[src/rtl/irqsum_pkg.sv]
package irqsum_pkg;
  localparam int IID_W  = 6;
  localparam int RSVD_W = 3;

  typedef logic [IID_W-1:0] iid_t;

  localparam iid_t IID_NONE   = 6'h01;
  localparam iid_t IID_RXDATA = 6'h04;
  localparam iid_t IID_RXTMO  = 6'h0C;
  localparam iid_t IID_THRE   = 6'h02;

  typedef enum logic [2:0] {
    SEL_NONE,
    SEL_RXLVL,
    SEL_TXLVL,
    SEL_SUM,
    SEL_GIS
  } reg_sel_e;

  // Codes that leave no error or modem event for software to handle
  function automatic logic iid_is_clean(iid_t v);
    case (v)
      IID_NONE, IID_RXDATA, IID_RXTMO, IID_THRE: return 1'b1;
      default:                                   return 1'b0;
    endcase
  endfunction
endpackage

[src/rtl/irqsum_chan_qual.sv]
module irqsum_chan_qual
  import irqsum_pkg::*;
(
  input  iid_t iid_i,
  input  logic lsr_err_i,
  input  logic lsr_ovr_i,
  output logic good_o
);
  logic code_ok;

  always_comb begin
    code_ok = iid_is_clean(iid_i);
    good_o  = code_ok & ~lsr_err_i & ~lsr_ovr_i;
  end
endmodule

[src/rtl/irqsum_pack.sv]
module irqsum_pack
  import irqsum_pkg::*;
#(
  parameter int NUM_CH = 4,
  parameter int DATA_W = 32
) (
  input  logic                    clk_i,
  input  logic                    rst_ni,
  input  logic [NUM_CH*IID_W-1:0] iid_i,
  input  logic [NUM_CH-1:0]       good_i,
  output logic [DATA_W-1:0]       word_o
);
  localparam int IID_FLD_W  = NUM_CH * IID_W;
  localparam int GOOD_LSB   = IID_FLD_W + RSVD_W;
  localparam int GLOBAL_BIT = GOOD_LSB + NUM_CH;

  function automatic logic [DATA_W-1:0] rst_word();
    logic [DATA_W-1:0] w;
    w = '0;
    for (int c = 0; c < NUM_CH; c++) w[c*IID_W +: IID_W] = IID_NONE;
    w[GOOD_LSB +: NUM_CH] = '1;
    w[GLOBAL_BIT]         = 1'b1;
    return w;
  endfunction

  localparam logic [DATA_W-1:0] RST_WORD = rst_word();

  logic [DATA_W-1:0] word_d, word_q;

  always_comb begin
    word_d = '0;
    word_d[IID_FLD_W-1:0]       = iid_i;
    word_d[GOOD_LSB +: NUM_CH]  = good_i;
    word_d[GLOBAL_BIT]          = &good_i;
  end

  always_ff @(posedge clk_i or negedge rst_ni) begin
    if (!rst_ni) word_q <= RST_WORD;
    else         word_q <= word_d;
  end

  assign word_o = word_q;
endmodule

[src/rtl/irqsum_rd_mux.sv]
module irqsum_rd_mux
  import irqsum_pkg::*;
#(
  parameter int                ADDR_W    = 8,
  parameter int                DATA_W    = 32,
  parameter logic [ADDR_W-1:0] OFS_RXLVL = 8'h10,
  parameter logic [ADDR_W-1:0] OFS_TXLVL = 8'h14,
  parameter logic [ADDR_W-1:0] OFS_SUM   = 8'h18,
  parameter logic [ADDR_W-1:0] OFS_GIS   = 8'h1C
) (
  input  logic              clk_i,
  input  logic              rst_ni,
  input  logic              rd_en_i,
  input  logic              wr_en_i,
  input  logic [ADDR_W-1:0] addr_i,
  input  logic [DATA_W-1:0] rx_lvl_i,
  input  logic [DATA_W-1:0] tx_lvl_i,
  input  logic [DATA_W-1:0] sum_i,
  input  logic [DATA_W-1:0] gis_i,
  output logic [DATA_W-1:0] rdata_o,
  output logic              rvalid_o
);
  reg_sel_e          sel;
  logic              rd_fire;
  logic [DATA_W-1:0] rdata_d, rdata_q;
  logic              rvalid_q;

  // A write strobe turns the cycle into a write, which is dropped
  assign rd_fire = rd_en_i & ~wr_en_i;

  always_comb begin
    if      (addr_i == OFS_RXLVL) sel = SEL_RXLVL;
    else if (addr_i == OFS_TXLVL) sel = SEL_TXLVL;
    else if (addr_i == OFS_SUM)   sel = SEL_SUM;
    else if (addr_i == OFS_GIS)   sel = SEL_GIS;
    else                          sel = SEL_NONE;
  end

  always_comb begin
    case (sel)
      SEL_RXLVL: rdata_d = rx_lvl_i;
      SEL_TXLVL: rdata_d = tx_lvl_i;
      SEL_SUM:   rdata_d = sum_i;
      SEL_GIS:   rdata_d = gis_i;
      default:   rdata_d = '0;
    endcase
  end

  always_ff @(posedge clk_i or negedge rst_ni) begin
    if (!rst_ni) begin
      rdata_q  <= '0;
      rvalid_q <= 1'b0;
    end else begin
      rvalid_q <= rd_fire;
      if (rd_fire) rdata_q <= rdata_d;
    end
  end

  assign rdata_o  = rdata_q;
  assign rvalid_o = rvalid_q;
endmodule

[src/rtl/irqsum_top.sv]
module irqsum_top
  import irqsum_pkg::*;
#(
  parameter int                NUM_CH    = 4,
  parameter int                ADDR_W    = 8,
  parameter int                DATA_W    = 32,
  parameter logic [ADDR_W-1:0] OFS_RXLVL = 8'h10,
  parameter logic [ADDR_W-1:0] OFS_TXLVL = 8'h14,
  parameter logic [ADDR_W-1:0] OFS_SUM   = 8'h18,
  parameter logic [ADDR_W-1:0] OFS_GIS   = 8'h1C
) (
  input  logic                    clk_i,
  input  logic                    rst_ni,
  input  logic [NUM_CH*IID_W-1:0] iid_i,
  input  logic [NUM_CH-1:0]       lsr_err_i,
  input  logic [NUM_CH-1:0]       lsr_ovr_i,
  input  logic [DATA_W-1:0]       rx_lvl_i,
  input  logic [DATA_W-1:0]       tx_lvl_i,
  input  logic [DATA_W-1:0]       gis_i,
  input  logic                    rd_en_i,
  input  logic                    wr_en_i,
  input  logic [ADDR_W-1:0]       addr_i,
  output logic [DATA_W-1:0]       summary_o,
  output logic [NUM_CH-1:0]       good_o,
  output logic                    all_good_o,
  output logic [DATA_W-1:0]       rdata_o,
  output logic                    rvalid_o
);
  localparam int GOOD_LSB   = NUM_CH * IID_W + RSVD_W;
  localparam int GLOBAL_BIT = GOOD_LSB + NUM_CH;

  logic [NUM_CH-1:0] good_comb;
  logic [DATA_W-1:0] sum_q;

  for (genvar c = 0; c < NUM_CH; c++) begin : g_ch
    irqsum_chan_qual u_qual (
      .iid_i     (iid_i[c*IID_W +: IID_W]),
      .lsr_err_i (lsr_err_i[c]),
      .lsr_ovr_i (lsr_ovr_i[c]),
      .good_o    (good_comb[c])
    );
  end

  irqsum_pack #(
    .NUM_CH (NUM_CH),
    .DATA_W (DATA_W)
  ) u_pack (
    .clk_i  (clk_i),
    .rst_ni (rst_ni),
    .iid_i  (iid_i),
    .good_i (good_comb),
    .word_o (sum_q)
  );

  irqsum_rd_mux #(
    .ADDR_W    (ADDR_W),
    .DATA_W    (DATA_W),
    .OFS_RXLVL (OFS_RXLVL),
    .OFS_TXLVL (OFS_TXLVL),
    .OFS_SUM   (OFS_SUM),
    .OFS_GIS   (OFS_GIS)
  ) u_rd (
    .clk_i    (clk_i),
    .rst_ni   (rst_ni),
    .rd_en_i  (rd_en_i),
    .wr_en_i  (wr_en_i),
    .addr_i   (addr_i),
    .rx_lvl_i (rx_lvl_i),
    .tx_lvl_i (tx_lvl_i),
    .sum_i    (sum_q),
    .gis_i    (gis_i),
    .rdata_o  (rdata_o),
    .rvalid_o (rvalid_o)
  );

  assign summary_o  = sum_q;
  assign good_o     = sum_q[GOOD_LSB +: NUM_CH];
  assign all_good_o = sum_q[GLOBAL_BIT];
endmodule

[config.mk]
export PLATFORM = sky130hd
export DESIGN_NAME = irqsum_top
export DESIGN_NICKNAME = d
export VERILOG_FILES = /design/src/rtl/irqsum_pkg.sv /design/src/rtl/irqsum_chan_qual.sv /design/src/rtl/irqsum_pack.sv /design/src/rtl/irqsum_rd_mux.sv /design/src/rtl/irqsum_top.sv
export SDC_FILE = /design/constraint.sdc
export NUM_CORES = 1
export LEC_CHECK = 0
export ABC_AREA = 1
export BUFFER_PORTS_ARGS = -buffer_cell sky130_fd_sc_hd__buf_2
export CAP_MARGIN = 25
export CORE_AREA = 2 2 71 123
export CTS_CLUSTER_SIZE = 10
export DETAILED_ROUTE_END_ITERATION = 16
export DIE_AREA = 0 0 73 125
export PLACE_DENSITY_LB_ADDON = 0.2
export SLEW_MARGIN = 20
export SYNTH_ARGS = -nofsm -noshare
export SYNTH_HDL_FRONTEND = slang
export SYNTH_SLANG_ARGS = --single-unit
[constraint.sdc]
create_clock -name clk_i -period 1.25 [get_ports clk_i]
set_clock_uncertainty 0.15 [all_clocks]
set_input_delay 0.25 -clock clk_i [delete_from_list [all_inputs] [get_ports clk_i]]
set_output_delay 0.25 -clock clk_i [all_outputs]
set_load 0.02 [all_outputs]
==> metrics.md <==
| Metric | Value |
|---|---|
| Mapped Area | `3380 sq um` |
| Power share of the combinational group | `15.7%` |
| FF+latch area | `1560 sq um` |
| Crit path DAT | `1020 ps` |
| Sequential area share after synthesis | `46.2%` |
| Syn Area/Cell | `7.50 sq um` |
| H-Tree Depth | `3` |
| Setup violators final | `48` |
| Failing checks | `setup timing` |
| Most frequent cells in the layout | `buf_2 (140), nand2_1 (138), nand3_1 (128)` |
| Yosys Warn Count | `0` |
| Synth top area share | `39.2%` |
| Yosys cell types | `17` |
| Total number of vias | `4138` |
| Flop pwr share | `39.9%` |
| Clk pwr share | `44.4%` |
| Clock root cell | `clkbuf_16` |
| Reg clk slew, reported paths | `50 ps` |
| Total wire length | `12300 um` |
| Max-slew violation count | `0` |
| Crit path buf inv count | `1` |
| Initial antenna violation count | `0` |
| Placed Instances | `729` |
| CP Capture Type | `primary output` |
| Synth area leaders | `dfrtp_1 (39%), nand3_1 (19%), nand2_1 (15%)` |
| Max clock buf depth | `2` |
| Critical path fanouts, max | `3` |
| Min-Delay Path Class | `input pin to flop` |
| CP required | `850 ps` |
| First-pass GRT wire length | `19200 um` |
| Area of placed instances | `4480 sq um` |
| VDD IR-drop max | `735 uV` |
| Critical path launch point type | `flop` |
| Router iterations before antenna repair | `4` |
| Pin count of the biggest net entering global routing | `66` |
| Vias in the first global route | `4083` |
| Die area | `9130 sq um` |
| RSZ-0062 raised after global routing | `true` |
| Die Span Y | `125 um` |
| MaxCap Viol Count | `0` |
| Kind of critical path | `flop to primary output` |
| Utilization after layout | `69.1%` |
| Port Buffers | `206` |
| Int Pwr | `0.00399 W` |
| Fmax | `0.704 GHz` |
| Post-route cell area | `5660 sq um` |
| TritonCTS Buffers | `9` |
| I/O pins | `210` |
| Run status | `finished, violations left` |
| Largest stage delay, worst path | `570 ps` |
| CTS tree | `yes` |
| GPL Wtd Cong | `0.875` |
| Filler Cell Count | `665` |
| Die W | `73 um` |
| Critical Path Slowest Stage Cell | `dfstp_2` |
| Layout cells sized above 1 | `42.5%` |
| Row cnt | `44` |
| Total GRT Usage | `27.1%` |
| Clk_lat worst skew | `330 ps` |
| Via-per-instance ratio | `5.15` |
| Multi-input gate area | `1500 sq um` |
| Slack of the critical path | `-170 ps` |
| Final period util | `114%` |
| Wirelength per Cell | `15.3 um` |
| Clock Sinks | `62` |
| Fin cells | `803` |
| Initial core utilization | `41.2%` |
| Crit path max-delay family | `flip-flops` |
| Switching share of power | `24.7%` |
| Worst path cell trace | `buf_6` |
| Area leader, netlist | `dfrtp_1` |
| Area growth, synth to finish | `67.5%` |
| Leakage | `3.18 nW` |
| Pwr per Cell Area | `935 nW/um^2` |
| 1st-iter DRT viols | `298` |
| HPWL Detailed | `8160 um` |
| ANT nets after route | `0` |
| # DRC | `0` |
| P_sw | `0.00131 W` |
| Synth Instances | `451` |
| Final min period | `1420 ps` |
| Grt ovf | `0` |
| Nets | `846` |
| Diodes inserted | `0` |
| Commonest non-fill, non-tap cell in the layout | `buf_2` |
| Core area | `8200 sq um` |
| Pwr Total | `0.00530 W` |
| Placement Setup Slack | `-217 ps` |
| Final hold vios | `0` |
| Synthesized flop and latch total | `62` |
-- per-layer routing --
| layer | vias up | share of wire, % | track usage (%) |
|---|---|---|---|
| met3 | 38 | 7.0 | 5.80 |
| met1 | 1915 | 38 | 31.7 |
| met4 | 0 | 4.9 | 15.5 |
| met2 | 201 | 50 | 44.5 |
| li1 | 1984 | - | - |
| met5 | - | 0 | 0 |
-- cells in the mapped netlist --
cell,number
o211ai_1,4
nand3_1,128
o21ai_1,37
nor2_2,3
buf_4,13
nand2_1,138
dfrtp_1,53
conb_1,1
nand2_2,2
nor2_4,1
dfstp_2,9
inv_1,4
nor2_1,18
buf_6,7
clkbuf_1,6
inv_2,14
buf_2,13
-- timing repair --
action	in CTS	in global routing
buffers inserted	23	10
cloned	0	0
hold endpoints to repair	77	0
endpoints found under the setup margin	66	66
resized for setup	128	0
hold buffers	25	0
-- worst paths after layout --
check / startpoint / end / slack, ps / depth (start not counted)
max reg2reg: u_pack.word_o[6]$_DFF_PN1_ / u_rd.rdata_o[6]$_DFFE_PN0P_ / 90 / 5
max: u_pack.word_o[30]$_DFF_PN1_ / summary_o[30] / -170 / 1
min in group asynchronous: rst_ni / u_rd.rdata_o[12]$_DFFE_PN0P_ / 300 / 3
max in group asynchronous: rst_ni / u_pack.word_o[0]$_DFF_PN1_ / 310 / 3
min reg2reg: u_rd.rdata_o[15]$_DFFE_PN0P_ / u_rd.rdata_o[15]$_DFFE_PN0P_ / 350 / 2
min: lsr_ovr_i[0] / u_pack.word_o[27]$_DFF_PN1_ / 30 / 4
-- metrics by stage --
stage	hold WS [ps]	TNS, ps
2_1_floorplan	-196	0
3_3_place_gp	131	-5500
3_5_place_dp	134	-6190
4_1_cts	22.7	-2590
5_1_grt	56.4	-3600
6_report	27.4	-2430
-- area by class of cell --
| class | count | share of cell area (%) |
|---|---|---|
| flip-flops and latches | 62 | 27.6 |
| clock buffers | 13 | 4.77 |
| repair buffers | 281 | 37.6 |
| well taps | 92 | 2.03 |
| inverters | 18 | 1.19 |
| multi-input cells | 334 | 26.5 |
| clock inverters | 3 | 0.331 |
-- power by group through the flow --
stage	Clock [W]	Combinational, W	Sequential, W
6_report	0.00235	0.000833	0.00211
4_1_cts	0.00238	0.000808	0.00211
3_5_place_dp	0	0.000647	0.00213
2_1_floorplan	0	0.000184	0.00220
3_3_place_gp	0	0.000638	0.00213
5_1_grt	0.00248	0.000894	0.00212
-- state kept, by name, summed over array words and instances, names as in the netlist --
signal	flops
u_pack.word_o	29
u_rd.rvalid_o	1
u_rd.rdata_o	32
-- kinds of logic (layout without fill, tap and decap cells) --
kind of cell | after synthesis | in the layout | synth area share [%]
AOI/OAI and AO/OA | 41 | 41 | 6.36
DFF | 62 | 62 | 46.2
and+or+nand+nor | 290 | 290 | 37.5
buffers and inverters | 57 | 315 | 9.80
other | 1 | 3 | 0.111
-- worst min-delay path: stages --
cell,delay (ps)
buf_2,70
nor2_1,30
o211ai_1,70
nor2_1,60
No activity file was read; power rests on OpenSTA's default activity.
